$ cat src/rtl/evt_bind_pkg.sv
package evt_bind_pkg;

   localparam int EVT_ID_W  = 20;
   localparam int EVT_SLOTS = 5;

   typedef logic [EVT_ID_W-1:0] evt_id_t;

   // slot numbering; the cycle and instruction slots feed the queries
   localparam int SLOT_CYC     = 0;
   localparam int SLOT_INS     = 1;
   localparam int SLOT_DTLB_RD = 2;
   localparam int SLOT_DTLB_WR = 3;
   localparam int SLOT_ITLB    = 4;

   // identifier fields
   typedef struct packed {
      logic [3:0]  kind;
      logic [12:0] cache;
      logic [1:0]  op;
      logic        res;
   } cache_evt_t;

   localparam logic [3:0]  KIND_HW    = 4'h0;
   localparam logic [3:0]  KIND_CACHE = 4'h1;
   localparam logic [12:0] CACHE_DTLB = 13'd3;
   localparam logic [12:0] CACHE_ITLB = 13'd4;
   localparam logic [1:0]  OP_READ    = 2'd0;
   localparam logic [1:0]  OP_WRITE   = 2'd1;
   localparam logic        RES_MISS   = 1'b1;
   localparam logic [15:0] HW_CYCLES  = 16'h0001;
   localparam logic [15:0] HW_INSTR   = 16'h0002;

   function automatic logic [EVT_SLOTS-1:0] slot_onehot(evt_id_t id);
      cache_evt_t f;
      logic [EVT_SLOTS-1:0] oh;
      f  = id;
      oh = '0;
      if (f.kind == KIND_HW) begin
         oh[SLOT_CYC] = (id[15:0] == HW_CYCLES);
         oh[SLOT_INS] = (id[15:0] == HW_INSTR);
      end else if (f.kind == KIND_CACHE && f.res == RES_MISS) begin
         oh[SLOT_DTLB_RD] = (f.cache == CACHE_DTLB) && (f.op == OP_READ);
         oh[SLOT_DTLB_WR] = (f.cache == CACHE_DTLB) && (f.op == OP_WRITE);
         oh[SLOT_ITLB]    = (f.cache == CACHE_ITLB) && (f.op == OP_READ);
      end
      return oh;
   endfunction

endpackage

$ cat src/rtl/evt_id_decode.sv
module evt_id_decode
   import evt_bind_pkg::*;
(
   input  evt_id_t              id,
   output logic [EVT_SLOTS-1:0] slot_oh,
   output logic                 known
);
   always_comb begin
      slot_oh = slot_onehot(id);
      known   = |slot_oh;
   end
endmodule

$ cat src/rtl/evt_bind_entry.sv
module evt_bind_entry #(
   parameter int IDX_W = 5
) (
   input  logic             clk,
   input  logic             rst_n,
   input  logic             set,
   input  logic [IDX_W-1:0] set_ctr,
   input  logic             unbind,
   input  logic [IDX_W-1:0] unbind_ctr,
   output logic             vld,
   output logic [IDX_W-1:0] idx
);
   always_ff @(posedge clk or negedge rst_n) begin
      if (!rst_n) begin
         vld <= 1'b0;
         idx <= '0;
      end else if (set) begin
         vld <= 1'b1;
         idx <= set_ctr;
      end else if (unbind && vld && idx == unbind_ctr) begin
         vld <= 1'b0;
         idx <= '0;
      end
   end
endmodule

$ cat src/rtl/evt_ctr_gate.sv
module evt_ctr_gate #(
   parameter int IDX_W      = 5,
   parameter int FIRST_PROG = 3,
   parameter int NUM_PROG   = 8
) (
   input  logic [IDX_W-1:0]      wr_ctr,
   output logic                  wr_ctr_ok,
   input  logic                  hit,
   input  logic [IDX_W-1:0]      hit_ctr,
   input  logic [(1<<IDX_W)-1:0] inhibit,
   output logic [(1<<IDX_W)-1:0] inc_en
);
   localparam int NCTR = 1 << IDX_W;

   logic [NCTR-1:0] avail;
   logic [NCTR-1:0] sel;

   for (genvar c = 0; c < NCTR; c++) begin : g_ctr
      if (c >= FIRST_PROG && c < FIRST_PROG + NUM_PROG) begin : g_prog
         assign avail[c] = 1'b1;
      end else begin : g_fixed
         assign avail[c] = 1'b0;
      end
      assign sel[c] = (hit_ctr == IDX_W'(c));
   end

   assign wr_ctr_ok = avail[wr_ctr];
   assign inc_en    = hit ? (sel & avail & ~inhibit) : '0;
endmodule

$ cat src/rtl/evt_bind_table.sv
module evt_bind_table
   import evt_bind_pkg::*;
#(
   parameter int SEL_W         = 64,
   parameter int CTR_IDX_W     = 5,
   parameter int FIRST_PROG    = 3,
   parameter int NUM_PROG      = 8,
   parameter int FIXED_CYC_CTR = 0,
   parameter int FIXED_INS_CTR = 2
) (
   input  logic                      clk,
   input  logic                      rst_n,
   input  logic                      wr_en,
   input  logic [CTR_IDX_W-1:0]      wr_ctr,
   input  logic [SEL_W-1:0]          wr_value,
   output logic                      wr_err,
   input  logic                      evt_vld,
   input  logic [EVT_ID_W-1:0]       evt_id,
   input  logic [(1<<CTR_IDX_W)-1:0] inhibit,
   output logic                      evt_hit,
   output logic [CTR_IDX_W-1:0]      evt_ctr,
   output logic [(1<<CTR_IDX_W)-1:0] inc_en,
   input  logic [CTR_IDX_W-1:0]      qry_ctr,
   output logic                      qry_is_cycles,
   output logic                      qry_is_instr
);
   localparam int NUM_CTR = 1 << CTR_IDX_W;
   localparam logic [CTR_IDX_W-1:0] CYC_FIX = CTR_IDX_W'(FIXED_CYC_CTR);
   localparam logic [CTR_IDX_W-1:0] INS_FIX = CTR_IDX_W'(FIXED_INS_CTR);

   if (SEL_W < EVT_ID_W) begin : g_bad_sel
      $error("SEL_W narrower than the event identifier");
   end
   if (NUM_PROG < 1 || FIRST_PROG + NUM_PROG > NUM_CTR) begin : g_bad_prog
      $error("programmable counter range does not fit the index width");
   end
   if (FIXED_CYC_CTR >= FIRST_PROG || FIXED_INS_CTR >= FIRST_PROG) begin : g_bad_fixed
      $error("fixed counters must lie below the programmable range");
   end

   // write path
   logic [EVT_SLOTS-1:0] wr_oh;
   logic                 wr_known;
   logic                 wr_ctr_ok;
   logic                 wr_zero;
   logic                 wr_dup;
   logic                 wr_reject;
   logic                 wr_unbind;
   logic [EVT_SLOTS-1:0] wr_set;

   // table state
   logic [EVT_SLOTS-1:0] ent_vld;
   logic [CTR_IDX_W-1:0] ent_idx [EVT_SLOTS];

   // lookup path
   logic [EVT_SLOTS-1:0] lk_oh;
   logic                 lk_known;

   evt_id_decode u_wr_dec (
      .id      (wr_value[EVT_ID_W-1:0]),
      .slot_oh (wr_oh),
      .known   (wr_known)
   );

   evt_id_decode u_lk_dec (
      .id      (evt_id),
      .slot_oh (lk_oh),
      .known   (lk_known)
   );

   evt_ctr_gate #(
      .IDX_W      (CTR_IDX_W),
      .FIRST_PROG (FIRST_PROG),
      .NUM_PROG   (NUM_PROG)
   ) u_gate (
      .wr_ctr    (wr_ctr),
      .wr_ctr_ok (wr_ctr_ok),
      .hit       (evt_hit),
      .hit_ctr   (evt_ctr),
      .inhibit   (inhibit),
      .inc_en    (inc_en)
   );

   always_comb begin
      wr_zero   = (wr_value == '0);
      wr_dup    = |(wr_oh & ent_vld);
      wr_reject = wr_en && (!wr_ctr_ok || (!wr_zero && !wr_dup && !wr_known));
      wr_unbind = wr_en && wr_ctr_ok && wr_zero;
      wr_set    = (wr_en && wr_ctr_ok && !wr_zero && !wr_dup) ? wr_oh : '0;
   end

   for (genvar s = 0; s < EVT_SLOTS; s++) begin : g_slot
      evt_bind_entry #(.IDX_W(CTR_IDX_W)) u_ent (
         .clk        (clk),
         .rst_n      (rst_n),
         .set        (wr_set[s]),
         .set_ctr    (wr_ctr),
         .unbind     (wr_unbind),
         .unbind_ctr (wr_ctr),
         .vld        (ent_vld[s]),
         .idx        (ent_idx[s])
      );
   end

   always_ff @(posedge clk or negedge rst_n) begin
      if (!rst_n) wr_err <= 1'b0;
      else        wr_err <= wr_reject;
   end

   always_comb begin
      evt_ctr = '0;
      for (int s = 0; s < EVT_SLOTS; s++) begin
         if (evt_vld && lk_oh[s] && ent_vld[s]) evt_ctr = evt_ctr | ent_idx[s];
      end
      evt_hit = evt_vld && lk_known && |(lk_oh & ent_vld);
   end

   always_comb begin
      qry_is_cycles = (qry_ctr == CYC_FIX) ||
                      (ent_vld[SLOT_CYC] && ent_idx[SLOT_CYC] == qry_ctr &&
                       ent_idx[SLOT_CYC] != '0);
      qry_is_instr  = (qry_ctr == INS_FIX) ||
                      (ent_vld[SLOT_INS] && ent_idx[SLOT_INS] == qry_ctr &&
                       ent_idx[SLOT_INS] != '0);
   end

endmodule

$ cat config.mk
export PLATFORM = sky130hd
export DESIGN_NAME = evt_bind_table
export DESIGN_NICKNAME = d
export VERILOG_FILES = /design/src/rtl/evt_bind_pkg.sv /design/src/rtl/evt_id_decode.sv /design/src/rtl/evt_bind_entry.sv /design/src/rtl/evt_ctr_gate.sv /design/src/rtl/evt_bind_table.sv
export SDC_FILE = /design/constraint.sdc
export NUM_CORES = 1
export LEC_CHECK = 0
export BUFFER_PORTS_ARGS = -buffer_cell sky130_fd_sc_hd__buf_4
export CORE_MARGIN = 2
export CORE_UTILIZATION = 47
export DETAILED_ROUTE_END_ITERATION = 6
export PLACE_DENSITY = 0.84
export SETUP_SLACK_MARGIN = 0.02
export SYNTH_ARGS = -nofsm -noshare
export SYNTH_HDL_FRONTEND = slang
export SYNTH_HIERARCHICAL = 1
export SYNTH_SLANG_ARGS = --single-unit
$ cat constraint.sdc
create_clock -name clk -period 4.4 [get_ports clk]
set_input_delay 0.44 -clock clk [delete_from_list [all_inputs] [get_ports clk]]
set_output_delay 0.44 -clock clk [all_outputs]
set_load 0.01 [all_outputs]
==> metrics, run 1 <==
outcome=completed; worst-path fanout max=5; Fmax achieved=295 MHz; startpoint types=primary input; CTS buffer count=5; Total Routing Usage GR=0.267; wire per inst=16.6 um; fin. max-slew vios=0; Synth Instances=311; DR iter-0 viols=222; post-route cell area=3720 um^2; Final GP Congestion=0.900; die area=6390 um^2; Tcrit/Tclk final=0.771; Crit path max-delay family=simple AND/OR/NAND/NOR gates; measured slew at the worst slew-check pin=1.32 ns; # setup viols final=0; placed cell area=3610 um^2; Hold Fails Final Rpt=0; Antenna Cells=0; largest net degree at the start of global routing=32; CP Capture Type=output port; Mapped Area=2710 um^2; post-route antenna net violation count=0; Residual DRC=0; I/O Buffers=122; Skew-Pair Late Insertion Delay=0.29 ns; YS warnings=6; initial core utilization=0.489; Most common cell on crit path=buf_4; share of layout cells above drive strength 1=0.348; root buffer cell=clkbuf_8; Die X=79.9 um; HPWL after DPL=6670 um; Clock Skews=0.00574 ns; CP Class=in2out; CP peak stage delay=0.56 ns; IO Pins=171; final layout net count=566; post-route setup TNS=0 ns; vias in the first global route=2837; CP required=3.96 ns; Min-Delay Path Class=in2async; Worst Path Arrival=2.95 ns; CTS resizes=0; first-pass iteration count of the detailed router=5; Hold WS=0.0756 ns; fill count=459; RSZ-0062 raised after global routing=false; Sink Count=31; Pwr per Cell Area=191 nW/um^2; H-tree depth=2; CP max stage cell=or4_4; sequential fraction of the synthesis area=0.286; TritonCTS clock tree=yes; Tmin final=3.39 ns; Avg Cell Area, Syn=8.71 um^2; initial antenna violation count=0; CP cell instances=buf_4 -> or3_4 -> or4_4 -> nor3_2 -> and3_1 -> a22oi_1 -> nand3_1 -> nand4bb_1 -> nor3_1 -> buf_4; Cell variety after synth=34; final WL=8440 um; maximum vdd ir drop=200 uV; Std-Cell Core Area=5540 um^2; hold buffer count at CTS=0; Slew headroom=0.116; Clock transition at path regs=0.07 ns; Area Growth Syn to Fin=37.4%; post-CTS setup buffers=0; number of core rows=27; Vias=2970; Vias/cell=5.83; CTS max path bufs=2; Buf/Inv on CP=2; Die Span Y=79.9 um; leakage dissipation=1.68 nW; flops & latches, synth=31; gr ovfl total=0; first-pass GRT wire length=13500 um; max-cap viol count=0
==> layout make-up <==
cell class	instances	area, um^2	area share
tap	72	90.1	0.0242
multi-input combinational	270	1800	0.483
inverter	4	15.0	0.00403
sequential	31	776	0.208
timing repair buffer	124	931	0.250
clock inverter	3	43.8	0.0118
clock buffer	5	68.8	0.0185
==> path summary, 6_finish.rpt <==
kind	start	end	slack, ns	cells after the start
setup / recovery	evt_id[7]	inc_en[5]	1.01	10
max in group asynchronous	rst_n	g_slot[4].u_ent/idx[1]$_DFFE_PN0P_	4.03	1
hold / removal	rst_n	g_slot[1].u_ent/idx[3]$_DFFE_PN0P_	0.08	1
hold reg to reg	g_slot[2].u_ent/idx[0]$_DFFE_PN0P_	g_slot[2].u_ent/idx[0]$_DFFE_PN0P_	0.62	2
min in group clk	wr_en	wr_err$_DFF_PN0_	0.43	3
setup reg to reg	g_slot[2].u_ent/vld$_DFFE_PN0P_	g_slot[1].u_ent/idx[2]$_DFFE_PN0P_	1.35	6
==> routing by layer <==
layer | up-vias | GRT usage | share of wire
met1 | 1436 | 0.331 | 0.40
li1 | 1375 | - | -
met5 | - | 0 | 0
met4 | 0 | 0.0864 | 0.019
met2 | 140 | 0.459 | 0.50
met3 | 19 | 0.0577 | 0.080
==> Yosys cell counts (all sizes together) <==
| cell | instances | share of area |
|---|---|---|
| nor2 | 6 | 0.0083 |
| inv | 4 | 0.0055 |
| a21oi | 38 | 0.070 |
| nor3b | 5 | 0.014 |
| nand2 | 19 | 0.026 |
| nand3b | 2 | 0.0055 |
| nor3 | 27 | 0.057 |
| and3 | 7 | 0.016 |
| or4 | 3 | 0.011 |
| nand4 | 4 | 0.0092 |
| conb | 1 | 0.0014 |
| a22oi | 11 | 0.030 |
| dfrtp | 31 | 0.29 |
| xor2 | 31 | 0.10 |
| nand4bb | 2 | 0.0083 |
| nor4 | 31 | 0.093 |
| o22ai | 3 | 0.0069 |
| buf | 29 | 0.076 |
| a222oi | 2 | 0.0074 |
| mux2 | 1 | 0.0042 |
| mux2i | 25 | 0.092 |
| nand3 | 10 | 0.018 |
| o21ai | 2 | 0.0037 |
| or3 | 2 | 0.0083 |
| xnor2 | 2 | 0.0065 |
| or2 | 2 | 0.0046 |
| nand2b | 7 | 0.016 |
| nor2b | 3 | 0.0069 |
| nor4b | 1 | 0.0055 |
==> registers in the layout (all words and copies together), names as in the netlist <==
name	count
g_slot.u_ent/idx	25
g_slot.u_ent/vld	5
wr_err	1
==> where the power goes <==
part	leakage [nW]	internal (mW)	switching, mW
logic	1.19	0.0768	0.0649
clock network	0.0581	0.168	0.115
registers	0.430	0.285	0.000163
total	1.68	0.531	0.180
==> worst reg2reg max path, delay by kind of cell, from the launching register on <==
family	cells	cell delay, ns
AOI/OAI and AO/OA	2	0.63
DFF	1	0.46
and+or+nand+nor	4	1.88
==> cell usage in the layout, fill, tap and decap left out, types with 4 or more instances in the layout <==
master and instances:
nor4_2 7, mux2i_1 25, nor2_1 6, xor2_1 31, a21oi_1 38, nand3_1 10, clkbuf_8 5, buf_4 124
dfrtp_1 31, a22oi_1 11, nor3_2 4, nor3b_1 5, nand2b_1 7, conb_1 24, nand4_1 4, inv_1 4
and3_1 7, nor4_1 23, nand2_1 19, nor3_1 23
==> cells by family (layout without fill, tap and decap cells) <==
| family | count (synthesis) | in the layout | synth area share |
|---|---|---|---|
| simple gates | 131 | 131 | 0.309 |
| compound gates | 56 | 56 | 0.119 |
| xor+xnor | 33 | 33 | 0.107 |
| buf+inv | 33 | 136 | 0.0813 |
| flops | 31 | 31 | 0.286 |
| mux | 26 | 26 | 0.0965 |
| other cells | 1 | 24 | 0.00138 |
==> through the flow <==
step           setup slack (ns)   util  power (mW)  instances
2_1_floorplan              1.42      -       0.346        334
3_3_place_gp               1.18  0.652       0.428        501
3_5_place_dp               1.08  0.652       0.432        501
4_1_cts                    1.06  0.672       0.714        509
5_1_grt                   0.901  0.672       0.743        509
6_report                   1.01  0.672       0.711        509
(Power assumes the default switching activity.)
==> run 2, diff against run 1 <==
--- a/config.mk
+++ b/config.mk
@@ -7,9 +7,9 @@
 export LEC_CHECK = 0
 export BUFFER_PORTS_ARGS = -buffer_cell sky130_fd_sc_hd__buf_4
 export CORE_MARGIN = 2
-export CORE_UTILIZATION = 47
+export CORE_UTILIZATION = 39
 export DETAILED_ROUTE_END_ITERATION = 6
-export PLACE_DENSITY = 0.84
+export PLACE_DENSITY = 0.74
 export SETUP_SLACK_MARGIN = 0.02
 export SYNTH_ARGS = -nofsm -noshare
 export SYNTH_HDL_FRONTEND = slang
==> constraint.sdc (replaced) <==
create_clock -name clk -period 3 [get_ports clk]
set_input_delay 0.3 -clock clk [delete_from_list [all_inputs] [get_ports clk]]
set_output_delay 0.3 -clock clk [all_outputs]
set_load 0.01 [all_outputs]
==> run 2 against run 1 <==
Net effect:
- register-to-register slack worse by 1.2 ns
- critical path depth up 1
- via count down 1.1%
- clock power up 74%
- sequential share of layout area down 1.1 points
==> metrics, run 2 (same netlist as run 1, synthesis figures left out) <==
Antenna Cells=0 (unchanged); CP required=2.70 ns (was 3.96 ns); CP Capture Type=output port (unchanged); IO Pins=171 (unchanged); Multi-input gate area=1890 um^2 (was 1800 um^2); startpoint types=primary input (unchanged); DR iter-0 viols=157 (was 222); hold path depth=3; final layout net count=578 (was 566); Clock transition at path regs=0.06 ns (was 0.07 ns); worst-path fanout max=5 (unchanged); gr ovfl total=0 (unchanged); Sink Count=31 (unchanged); Die X=87.4 um (was 79.9 um); H-tree depth=2 (unchanged); CTS max path bufs=2 (unchanged); # setup viols final=0 (unchanged); share of layout cells above drive strength 1=0.396 (was 0.348); Final GP Congestion=0.893 (was 0.900); Vias=2937 (was 2970); leakage dissipation=1.76 nW (was 1.68 nW); fill count=596 (was 459); root buffer cell=clkbuf_8 (unchanged); Worst Path Arrival=2.61 ns (was 2.95 ns); CP max stage cell=or4_4 (unchanged); CP cell instances=buf_4 -> or3_4 -> or4_4 -> nor3_2 -> and3_4 -> a22oi_1 -> nand3_1 -> buf_4 -> nand4bb_2 -> nor3_2 -> buf_4 (was buf_4 -> or3_4 -> or4_4 -> nor3_2 -> and3_1 -> a22oi_1 -> nand3_1 -> nand4bb_1 -> nor3_1 -> buf_4); CTS buffer count=5 (unchanged); Clock Skews=0.00453 ns (was 0.00574 ns); overall power=1.12 mW (was 0.711 mW); Area Growth Syn to Fin=45.3% (was 37.4%); FF-to-FF path depth=7 (was 6); Crit path max-delay family=simple AND/OR/NAND/NOR gates (unchanged); first-pass iteration count of the detailed router=4 (was 5); number of core rows=30 (was 27); max reg flops=25 (unchanged); TritonCTS clock tree=yes (unchanged); vias in the first global route=2813 (was 2837); largest registers=g_slot.u_ent/idx (25), g_slot.u_ent/vld (5), wr_err (1) (unchanged); initial antenna violation count=0 (unchanged); maximum vdd ir drop=232 uV (was 200 uV); Vias/cell=5.55 (was 5.83); Die Span Y=87.4 um (was 79.9 um); wire per inst=16.7 um (was 16.6 um); fin. max-slew vios=0 (unchanged); Min-Delay Path Class=in2reg (was in2async); Hold Fails Final Rpt=0 (unchanged); initial core utilization=0.401 (was 0.489); Residual DRC=0 (unchanged); die area=7630 um^2 (was 6390 um^2); Total Routing Usage GR=0.225 (was 0.267); max-cap viol count=0 (unchanged); CP Class=in2out (unchanged); Reg area=776 um^2 (unchanged); I/O Buffers=122 (unchanged); Std-Cell Core Area=6760 um^2 (was 5540 um^2); CP peak stage delay=0.56 ns (about the same); Buf/Inv on CP=3 (was 2); Hold WS=0.285 ns (was 0.0756 ns); HPWL after DPL=6880 um (was 6670 um); Pwr per Cell Area=285 nW/um^2 (was 191 nW/um^2); Fmax achieved=343 MHz; Most common cell on crit path=buf_4 (unchanged); outcome=completed (unchanged); most frequent cells in the layout=buf_4 (135), a21oi_1 (37), xor2_1 (31), dfrtp_1 (31), mux2i_1 (25) (was buf_4 (124), a21oi_1 (38), xor2_1 (31), dfrtp_1 (31), mux2i_1 (25)); Top reg by flops=g_slot.u_ent/idx (unchanged); commonest non-fill, non-tap cell in the layout=buf_4 (unchanged); measured slew at the worst slew-check pin=1.26 ns (was 1.32 ns); post-route antenna net violation count=0 (unchanged); Skew-Pair Late Insertion Delay=0.29 ns (about the same); RSZ-0062 raised after global routing=true (was false); first-pass GRT wire length=13400 um (was 13500 um); Slew headroom=0.158 (was 0.116); largest net degree at the start of global routing=32 (unchanged); Tcrit/Tclk final=0.971; CP Depth=11 (was 10); final WL=8830 um (was 8440 um); Tmin final=2.91 ns
==> run 2: layout make-up <==
cell class	count	area share
tap	80	0.0254
clock inverter	2	0.0152
clock buffer	6	0.0184
sequential	31	0.197
timing repair buffer	136	0.260
inverter	4	0.00381
multi-input combinational	270	0.480
==> run 2: final timing paths <==
path	start	endpoint	slack, ns
min in group asynchronous	rst_n	g_slot[2].u_ent/idx[3]$_DFFE_PN0P_	0.48
min	wr_en	wr_err$_DFF_PN0_	0.28
max	evt_id[7]	inc_en[6]	0.09
min reg2reg	g_slot[2].u_ent/idx[2]$_DFFE_PN0P_	g_slot[2].u_ent/idx[2]$_DFFE_PN0P_	0.62
max in group asynchronous	rst_n	g_slot[3].u_ent/vld$_DFFE_PN0P_	2.23
max reg2reg	g_slot[2].u_ent/vld$_DFFE_PN0P_	g_slot[1].u_ent/idx[0]$_DFFE_PN0P_	0.18
==> run 2: timing repair <==
action,CTS,global route
setup endpoints to repair,2,14
hold buffers,1,0
endpoints found under the hold margin,31,0
pin swaps,0,1
buffers inserted,0,1
resized for setup,1,18
==> run 2: where the power goes <==
| part | total (mW) | internal, mW | switching, mW |
|---|---|---|---|
| clock | 0.493 | 0.332 | 0.161 |
| combinational | 0.212 | 0.114 | 0.0983 |
| sequential | 0.419 | 0.419 | 0.000221 |
| total | 1.12 | 0.864 | 0.260 |
==> run 2: per-stage QoR <==
| stage | TNS (ns) | worst slack, ns | instance area [um^2] | std cells | util |
|---|---|---|---|---|---|
| after floorplan | 0 | 0.298 | 2800 | 334 | - |
| after global placement | 0 | 0.0266 | 3700 | 519 | 0.547 |
| after detailed placement | -0.248 | -0.0486 | 3700 | 519 | 0.547 |
| after CTS | 0 | 0.0752 | 3840 | 528 | 0.569 |
| after global routing | -0.123 | -0.0575 | 3940 | 529 | 0.583 |
| final | 0 | 0.0878 | 3940 | 529 | 0.583 |
==> run 2: worst reg2reg max path, delay by kind of cell (launching register included) <==
family / cells / cell delay, ns
AOI/OAI and AO/OA: 2 / 0.48
buffers and inverters: 1 / 0.21
DFF: 1 / 0.44
and+or+nand+nor: 4 / 1.58
==> run 2: routing by layer <==
metal	global-route usage	vias to the layer above	part of all wire	routed length (um)
met1	0.294	1379	0.41	3600
li1	-	1396	-	-
met4	0.0531	0	0.017	150
met5	0	-	0	0
met3	0.0474	19	0.085	753
met2	0.382	143	0.49	4330
